--- src/rtl/pcarb_pkg.sv ---
package pcarb_pkg;
  typedef enum logic [1:0] {
    OP_SEQ  = 2'd0,
    OP_JUMP = 2'd1,
    OP_CALL = 2'd2,
    OP_RET  = 2'd3
  } ctl_op_e;
endpackage

--- src/rtl/pcarb_lane.sv ---
module pcarb_lane
  import pcarb_pkg::*;
#(
  parameter int unsigned PC_W = 16,
  parameter int unsigned SP_W = 16,
  parameter logic [PC_W-1:0] ENTRY_PC = '0
) (
  input  logic            clk_i,
  input  logic            rst_ni,
  input  logic            en_i,
  input  ctl_op_e         op_i,
  input  logic [PC_W-1:0] target_i,
  output logic [PC_W-1:0] pc_o,
  output logic [SP_W-1:0] sp_o,
  output logic [PC_W-1:0] pc_n_o,
  output logic [SP_W-1:0] sp_n_o
);

  always_comb begin
    pc_n_o = pc_o;
    sp_n_o = sp_o;
    if (en_i) begin
      unique case (op_i)
        OP_SEQ:  pc_n_o = pc_o + PC_W'(1);
        OP_JUMP: pc_n_o = target_i;
        OP_CALL: begin
          pc_n_o = target_i;
          sp_n_o = sp_o - SP_W'(1);
        end
        OP_RET: begin
          pc_n_o = target_i;
          sp_n_o = sp_o + SP_W'(1);
        end
        default: ;
      endcase
    end
  end

  always_ff @(posedge clk_i or negedge rst_ni) begin
    if (!rst_ni) begin
      pc_o <= ENTRY_PC;
      sp_o <= '1;
    end else begin
      pc_o <= pc_n_o;
      sp_o <= sp_n_o;
    end
  end

  p_hold_r7: assert property (@(posedge clk_i) disable iff (!rst_ni)
    !en_i |=> ($stable(pc_o) && $stable(sp_o)));

  p_call_r6: assert property (@(posedge clk_i) disable iff (!rst_ni)
    (en_i && op_i == OP_CALL) |=> (sp_o == $past(sp_o) - SP_W'(1)));

  p_ret_r6: assert property (@(posedge clk_i) disable iff (!rst_ni)
    (en_i && op_i == OP_RET) |=> (sp_o == $past(sp_o) + SP_W'(1)));

  p_seq_r5: assert property (@(posedge clk_i) disable iff (!rst_ni)
    (en_i && op_i == OP_SEQ) |=> (pc_o == $past(pc_o) + PC_W'(1)));

endmodule

--- src/rtl/pcarb_min_tree.sv ---
module pcarb_min_tree #(
  parameter int unsigned N     = 4,
  parameter int unsigned KEY_W = 32
) (
  input  logic [N*KEY_W-1:0] keys_i,
  input  logic [N-1:0]       vld_i,
  output logic [KEY_W-1:0]   key_o,
  output logic               vld_o
);

  localparam int unsigned LVL   = (N > 1) ? $clog2(N) : 0;
  localparam int unsigned LEAF  = 1 << LVL;
  localparam int unsigned NODES = 2 * LEAF - 1;

  logic [KEY_W-1:0] node_key [NODES];
  logic             node_vld [NODES];

  for (genvar j = 0; j < LEAF; j++) begin : g_leaf
    if (j < N) begin : g_real
      assign node_key[LEAF-1+j] = keys_i[j*KEY_W +: KEY_W];
      assign node_vld[LEAF-1+j] = vld_i[j];
    end else begin : g_pad
      assign node_key[LEAF-1+j] = '1;
      assign node_vld[LEAF-1+j] = 1'b0;
    end
  end

  for (genvar i = 0; i < LEAF - 1; i++) begin : g_node
    logic take_left;
    assign take_left = node_vld[2*i+1] &&
                       (!node_vld[2*i+2] || node_key[2*i+1] <= node_key[2*i+2]);
    assign node_key[i] = take_left ? node_key[2*i+1] : node_key[2*i+2];
    assign node_vld[i] = node_vld[2*i+1] | node_vld[2*i+2];
  end

  assign key_o = node_key[0];
  assign vld_o = node_vld[0];

endmodule

--- src/rtl/lane_pc_arbiter.sv ---
module lane_pc_arbiter
  import pcarb_pkg::*;
#(
  parameter int unsigned LANES = 4,
  parameter int unsigned PC_W  = 16,
  parameter int unsigned SP_W  = 16,
  parameter logic [PC_W-1:0] ENTRY_PC = '0
) (
  input  logic                  clk_i,
  input  logic                  rst_ni,
  input  logic [LANES-1:0]      done_i,
  input  logic [2*LANES-1:0]    op_i,
  input  logic [PC_W*LANES-1:0] target_i,
  output logic [PC_W-1:0]       master_pc_o,
  output logic [LANES-1:0]      active_o,
  output logic                  valid_o
);

  localparam int unsigned KEY_W = SP_W + PC_W;

  logic [PC_W-1:0]        lane_pc   [LANES];
  logic [SP_W-1:0]        lane_sp   [LANES];
  logic [PC_W-1:0]        lane_pc_n [LANES];
  logic [SP_W-1:0]        lane_sp_n [LANES];
  logic [LANES*KEY_W-1:0] cand_keys;
  logic [KEY_W-1:0]       root_key;
  logic                   root_vld;
  logic [PC_W-1:0]        root_pc;
  logic [LANES-1:0]       match_n;

  for (genvar l = 0; l < LANES; l++) begin : g_lane
    pcarb_lane #(
      .PC_W    (PC_W),
      .SP_W    (SP_W),
      .ENTRY_PC(ENTRY_PC)
    ) u_lane (
      .clk_i   (clk_i),
      .rst_ni  (rst_ni),
      .en_i    (valid_o & active_o[l]),
      .op_i    (ctl_op_e'(op_i[2*l +: 2])),
      .target_i(target_i[PC_W*l +: PC_W]),
      .pc_o    (lane_pc[l]),
      .sp_o    (lane_sp[l]),
      .pc_n_o  (lane_pc_n[l]),
      .sp_n_o  (lane_sp_n[l])
    );
    assign cand_keys[l*KEY_W +: KEY_W] = {lane_sp_n[l], lane_pc_n[l]};
    assign match_n[l] = root_vld && !done_i[l] && (lane_pc_n[l] == root_pc);

    p_match_r4: assert property (@(posedge clk_i) disable iff (!rst_ni)
      active_o[l] |-> (lane_pc[l] == master_pc_o));
  end

  // selection looks at post-update state so outputs never lag the lanes
  pcarb_min_tree #(
    .N    (LANES),
    .KEY_W(KEY_W)
  ) u_min (
    .keys_i(cand_keys),
    .vld_i (~done_i),
    .key_o (root_key),
    .vld_o (root_vld)
  );

  assign root_pc = root_key[PC_W-1:0];

  always_ff @(posedge clk_i or negedge rst_ni) begin
    if (!rst_ni) begin
      valid_o     <= 1'b0;
      master_pc_o <= '0;
      active_o    <= '0;
    end else begin
      valid_o  <= root_vld;
      active_o <= match_n;
      if (root_vld) master_pc_o <= root_pc;
    end
  end

  p_nonempty_r4: assert property (@(posedge clk_i) disable iff (!rst_ni)
    valid_o |-> (active_o != '0));

  p_idle_mask_r8: assert property (@(posedge clk_i) disable iff (!rst_ni)
    !valid_o |-> (active_o == '0));

  p_done_out_r8: assert property (@(posedge clk_i) disable iff (!rst_ni)
    (done_i == '1) |=> !valid_o);

endmodule

--- config.mk ---
export PLATFORM = sky130hd
export DESIGN_NAME = lane_pc_arbiter
export DESIGN_NICKNAME = d
export VERILOG_FILES = /design/src/rtl/pcarb_pkg.sv /design/src/rtl/pcarb_lane.sv /design/src/rtl/pcarb_min_tree.sv /design/src/rtl/lane_pc_arbiter.sv
export SDC_FILE = /design/constraint.sdc
export NUM_CORES = 1
export LEC_CHECK = 0
export BUFFER_PORTS_ARGS = -buffer_cell sky130_fd_sc_hd__buf_2
export CAP_MARGIN = 0
export CELL_PAD_IN_SITES_DETAIL_PLACEMENT = 0
export CELL_PAD_IN_SITES_GLOBAL_PLACEMENT = 1
export CORE_MARGIN = 3
export CORE_UTILIZATION = 47
export CTS_BUF_LIST = sky130_fd_sc_hd__clkbuf_16
export DETAILED_ROUTE_END_ITERATION = 8
export HOLD_SLACK_MARGIN = 0.1
export PLACE_DENSITY = 0.81
export SLEW_MARGIN = 20
export SYNTH_ARGS = -nofsm -noshare
export SYNTH_HDL_FRONTEND = slang
export SYNTH_SLANG_ARGS = --single-unit
--- constraint.sdc ---
create_clock -name clk_i -period 9.95 [get_ports clk_i]
set_input_delay 0.995 -clock clk_i [delete_from_list [all_inputs] [get_ports clk_i]]
set_output_delay 0.995 -clock clk_i [all_outputs]
set_load 0.03 [all_outputs]
# Yosys cells after proc, flatten, opt, wreduce, memory -nomap -nowiden
# Cells that the tools add are included.
# Widths: inputs -> output; s select.
[word_totals]
reg_bits = 149
in_bits = 78
output_inout_bits = 21
[classes]
add_sub_neg = 12
magnitude_cmp = 3
n_eq_ne = 16
muxes = 19
n_bitwise = 8
reduce_logical = 29
[ops]
columns = ["cell", "n"]
rows = [
  ["$pmux 16 s2", 8],
  ["$mux 16", 9],
  ["$add 16x1->16 const B", 8],
  ["$le 32x32->1", 3],
  ["$eq 16x16->1", 4],
  ["$mux 32", 2],
  ["$sub 16x1->16 const B", 4],
  ["$eq 2x2->1 const B", 8],
  ["$reduce_or 3->1", 4],
  ["$logic_and 1x1->1", 11],
  ["$eq 2x1->1 const B", 4],
  ["$logic_not 2->1", 4],
  ["$logic_not 1->1", 7],
  ["$and 1x1->1", 4],
  ["$not 4->4", 1],
  ["$logic_or 1x1->1", 3],
  ["$or 1x1->1", 3],
]

# Logic depth before layout (Yosys ltp)
[depth]
word_depth = 14
depth_mapped = 36
ltp_nobuf = 34

# Modules after synthesis
# From an unflattened synthesis, not the netlist that was laid out.
[hier_totals]
cells_unflattened = 1705
area_unflattened_um2 = 14292.5
[modules_own_cells]
columns = ["module", "n_inst", "cells_each", "area_each_um2", "seq_area_each_um2"]
rows = [
  ["pcarb_lane at g_lane[0].u_lane ...", 3, 275, 2265.9, 820.8],
  ["pcarb_min_tree", 1, 454, 3519.6, 0.0],
  ["pcarb_lane at g_lane[1].u_lane", 1, 275, 2313.5, 820.8],
  ["lane_pc_arbiter", 1, 151, 1661.6, 525.5],
]

# Worst setup path before layout
# OpenSTA, ideal clock, no wires.
[synth_timing]
path_kind = "input port to flip-flop"
from = "input port op_i[3]"
to = "register active_o[2]"
setup_time_ns = 0.096
t_arrival_ns = 8.536
required_time_ns = 9.854
slack_ns = 1.318
cell_stages = 33
cell_sequence = "clkbuf_1 > nand2_1 > fa_1 > a21o_1 > a21oi_1 > o21bai_1 > a21oi_1 > o21a_1 > o21bai_1 > a21oi_1 > xor2_1 > o21ai_0 > inv_1 > ha_1 > nand2_1 > o21ai_0 > a2111oi_1 > a2bb2oi_1 > nor2_2 > buf_2 > buf_1 > mux2_2 > ha_1 > nand4_1 > or4_4 > or3_1 > a22o_1 > o31ai_2 > buf_6 > mux2_2 > a221oi_1 > o2111ai_1 > nor4_2"
[synth_lines]
columns = ["element", "line", "text"]
rows = [
  ["start: declaration", "lane_pc_arbiter.sv:12", "input logic [2*LANES-1:0] op_i,"],
  ["$eq 2x2->1", "pcarb_lane.sv:23", "unique case (op_i)"],
  ["$pmux 16 s2 *", "pcarb_lane.sv:23", ""],
  ["$mux 16 *", "pcarb_lane.sv:22", "if (en_i) begin"],
  ["via cand_keys[58]", "lane_pc_arbiter.sv:25", "logic [LANES*KEY_W-1:0] cand_keys;"],
  ["$le 32x32->1", "pcarb_min_tree.sv:31", "(!node_vld[2*i+2] || node_key[2*i+1] <= node_key[2*i+2]);"],
  ["$logic_or 1x1->1", "pcarb_min_tree.sv:31", ""],
  ["$logic_and 1x1->1", "pcarb_min_tree.sv:30", "assign take_left = node_vld[2*i+1] &&"],
  ["$mux 32 *", "pcarb_min_tree.sv:32", "assign node_key[i] = take_left ? node_key[2*i+1] : node_key[2*i+2];"],
  ["$le 32x32->1", "pcarb_min_tree.sv:31", ""],
  ["$logic_or 1x1->1", "pcarb_min_tree.sv:31", ""],
  ["$logic_and 1x1->1", "pcarb_min_tree.sv:30", ""],
  ["$mux 16 *", "pcarb_min_tree.sv:32", ""],
  ["$eq 16x16->1 *", "lane_pc_arbiter.sv:48", "assign match_n[l] = root_vld && !done_i[l] && (lane_pc_n[l] == root_pc);"],
  ["$logic_and 1x1->1 *", "lane_pc_arbiter.sv:48", ""],
  ["via match_n[2]", "lane_pc_arbiter.sv:29", "logic [LANES-1:0] match_n;"],
  ["end signal: assignment", "lane_pc_arbiter.sv:74", "active_o <= match_n;"],
  ["end: declaration", "lane_pc_arbiter.sv:15", "output logic [LANES-1:0] active_o,"],
]
# Mark *: on every way through the listed nets, which the timed path passes. The rest lies on a longest branch.
# A chain may end at the register's enable or synchronous reset.

# Worst setup path after layout
[layout_timing]
from = "input port op_i[4]"
to = "register active_o[3]"
# The elaborated chain is that of the path after synthesis.

==> reports/metrics.cfg <==
[timing]
skew_ns = 0.0165
final-hold-violation-count = 0
max_freq_mhz = 106
maxSlewHeadroom_pct = 37.2
slew_viol_final = 0
period_needed_ns = 9.40
setup_viol = 0
fin_crit_sh_pct = 94.5
worst_pin_slew_ns = 0.939
grt_setup_unrepaired = false
tns_ns = 0

[yosys]
synth_ff_type = dfrtp_1
yosysWarningCount = 0
ys_async_sr_fraction_pct = 100
ys_ff_latch = 149
synth_compound_area_share_pct = 24.8
ys_types = 100
synth-xor-area-share_pct = 6.48
avgSynthCellArea_um2 = 8.14
synth_top_family_by_area = compound AO/OA/AOI/OAI gates
synth_edf_count = 0
seq_area_frac_synth_pct = 26.1
netlist_area_um2 = 14600
syn-num-nets = 2034
synthCells = 1793
synthAdderAreaFrac_pct = 14.2
yosys.area_share.simple_pct = 20.0
muxShareOfSynthArea_pct = 3.39

[job]
max-cap-violations = 0

[cts]
tritoncts = yes
clk_pin_slew_ns = 0.06
cts_setup_buffers = 0
cts.sinks = 149
cts_made_buffers = 17
cts.root.buffer_cell = clkbuf_16
postCtsResizedCells = 0
insertion_delay_ns = 0.46
htree_levels = 4
hold_buffers = 0
clockBufferDepth = 2

[routing]
first_iter_violations = 1108
route.detailed.drc = 0
vias_per_cell = 6.10
ant_nets = 0
vias = 14000
dr.pass1.iters = 5
wl_per_cell_um = 19.8
totalWireLength_um = 45500

[grt]
grt_max_degree = 83
grt_pass1_vias = 13100
antenna_found_initial = 1
grt.overflow.total = 0
grt_first_pass_wirelength_um = 72100
grt_usage_pct = 27.1

[placement]
dp_hpwl_um = 35300
place_congestion = 1.02
io_buffers = 98

[die]
die_h_um = 182
die_x_um = 182
io_pins = 99
dieArea_um2 = 33200
fp.coreArea_um2 = 30100
std_cell_rows = 63
start_util_pct = 48.5

[finish]
final_nets = 2131
antenna_cells = 0
synthToLayoutAreaGrowth_pct = 11.1
final_cell_mix = nand2_1 (186), a21oi_1 (172), ha_1 (159)
drive_gt1_share_pct = 16.0
final_common_cell = nand2_1

[setup_path]
cp.arrival_ns = 9.69
critPathMaxStageDelay_ns = 0.45
critPathLaunchType = input port
cp_slowest_cell = a211oi_2
cp.required_ns = 10.24
path_class = input port to register
path_max_fanout = 39
worstSetupEndpointType = register

[run_status]
outcome = finished clean

[min_path]
min_path_type = register to register

[final timing paths]
check                                         startpoint                        end  slack (ns)  cells after the start
worst min register to register            master_pc_o[1]             master_pc_o[1]        0.46                      2
worst max-delay path                             op_i[4]                active_o[3]        0.55                     33
min in group asynchronous                         rst_ni   g_lane[0].u_lane.pc_o[5]        0.64                      1
worst min-delay path                      master_pc_o[1]             master_pc_o[1]        0.46                      2
max in group asynchronous                         rst_ni  g_lane[2].u_lane.pc_o[13]        7.96                      2
worst max register to register  g_lane[2].u_lane.sp_o[1]                active_o[3]        1.02                     31
[cell type report]
type	instances	area, um^2
fillers	2893	13900
multi-input cells	1459	10100
flip-flops and latches	149	3810
repair buffers	150	887
well taps	390	488
clock buffers	19	475
inverters	113	424
clock inverters	13	87.6
[layer usage]
metal	part of all wire (%)	GRT usage, %	wire [um]	vias up
li1	-	-	-	6815
met1	48	39.5	21800	6629
met2	44	41.7	20000	463
met3	5.8	3.95	2650	70
met4	2.3	7.65	1060	2
met5	0.015	0	7	-
[logic make-up (layout without fill, tap and decap cells)]
group / after synthesis / after routing
xor+xnor: 108 / 108
flops: 149 / 149
mux: 47 / 47
compound gates: 548 / 548
buf+inv: 185 / 295
fa+ha+maj: 163 / 163
simple gates: 593 / 593
[registers in the layout (all words and copies together), names as in the netlist]
signal              flops
g_lane.u_lane.pc_o     64
g_lane.u_lane.sp_o     64
master_pc_o            16
active_o                4
valid_o                 1
[synth_stat cells (6+ instances only)]
library cell	number	area share, %
dfstp_2	64	12
nand2b_1	8	0.34
o21ai_1	7	0.24
xnor2_1	82	4.9
a22oi_1	8	0.41
o22a_1	6	0.36
a31oi_1	16	0.69
nand4_1	48	2.1
o21a_1	12	0.62
a2bb2oi_1	7	0.42
o211ai_1	17	0.87
nor3_1	46	1.6
inv_1	112	2.9
clkbuf_1	49	1.3
nor2b_1	11	0.47
xor2_1	26	1.6
nand2_1	186	4.8
and3_1	19	0.81
a221oi_1	7	0.42
a31o_2	6	0.36
or3_1	13	0.56
nand3_1	70	2.4
or2_2	9	0.39
mux2i_1	30	2.1
a211oi_1	15	0.77
o31ai_1	18	0.93
a21oi_1	172	5.9
o21ai_0	110	3.8
o22ai_1	16	0.69
nor4_1	17	0.73
nor2_1	110	2.8
nor3b_1	8	0.41
and2_1	12	0.51
a21o_1	36	1.9
buf_2	13	0.45
ha_1	159	14
mux2_2	16	1.2
a22o_1	14	0.84
or4_1	7	0.36
dfrtp_1	85	15
[stage by stage]
stage	area (um^2)	util [%]	cells	hold WS, ns	worst slack, ns
final	16200	53.9	2293	0.458	0.552
after detailed placement	15700	52.0	2261	0.450	0.346
after global placement	15700	52.0	2261	0.452	0.459
after CTS	16200	53.9	2293	0.464	0.751
after global routing	16200	53.9	2293	0.491	0.116
after floorplan	14600	-	1793	0.469	1.32
[critical path, delay by kind of cell]
family                     cells  cell delay [ns]
and+or+nand+nor               12             2.94
adders and majority gates      3             1.00
AOI/OAI and AO/OA             12             3.46
buffers and inverters          3             0.72
xor gates and xnor gates       3             0.56
Power is not shown: default switching activity piles up to over one toggle a cycle in this logic, so the estimate is an artifact.
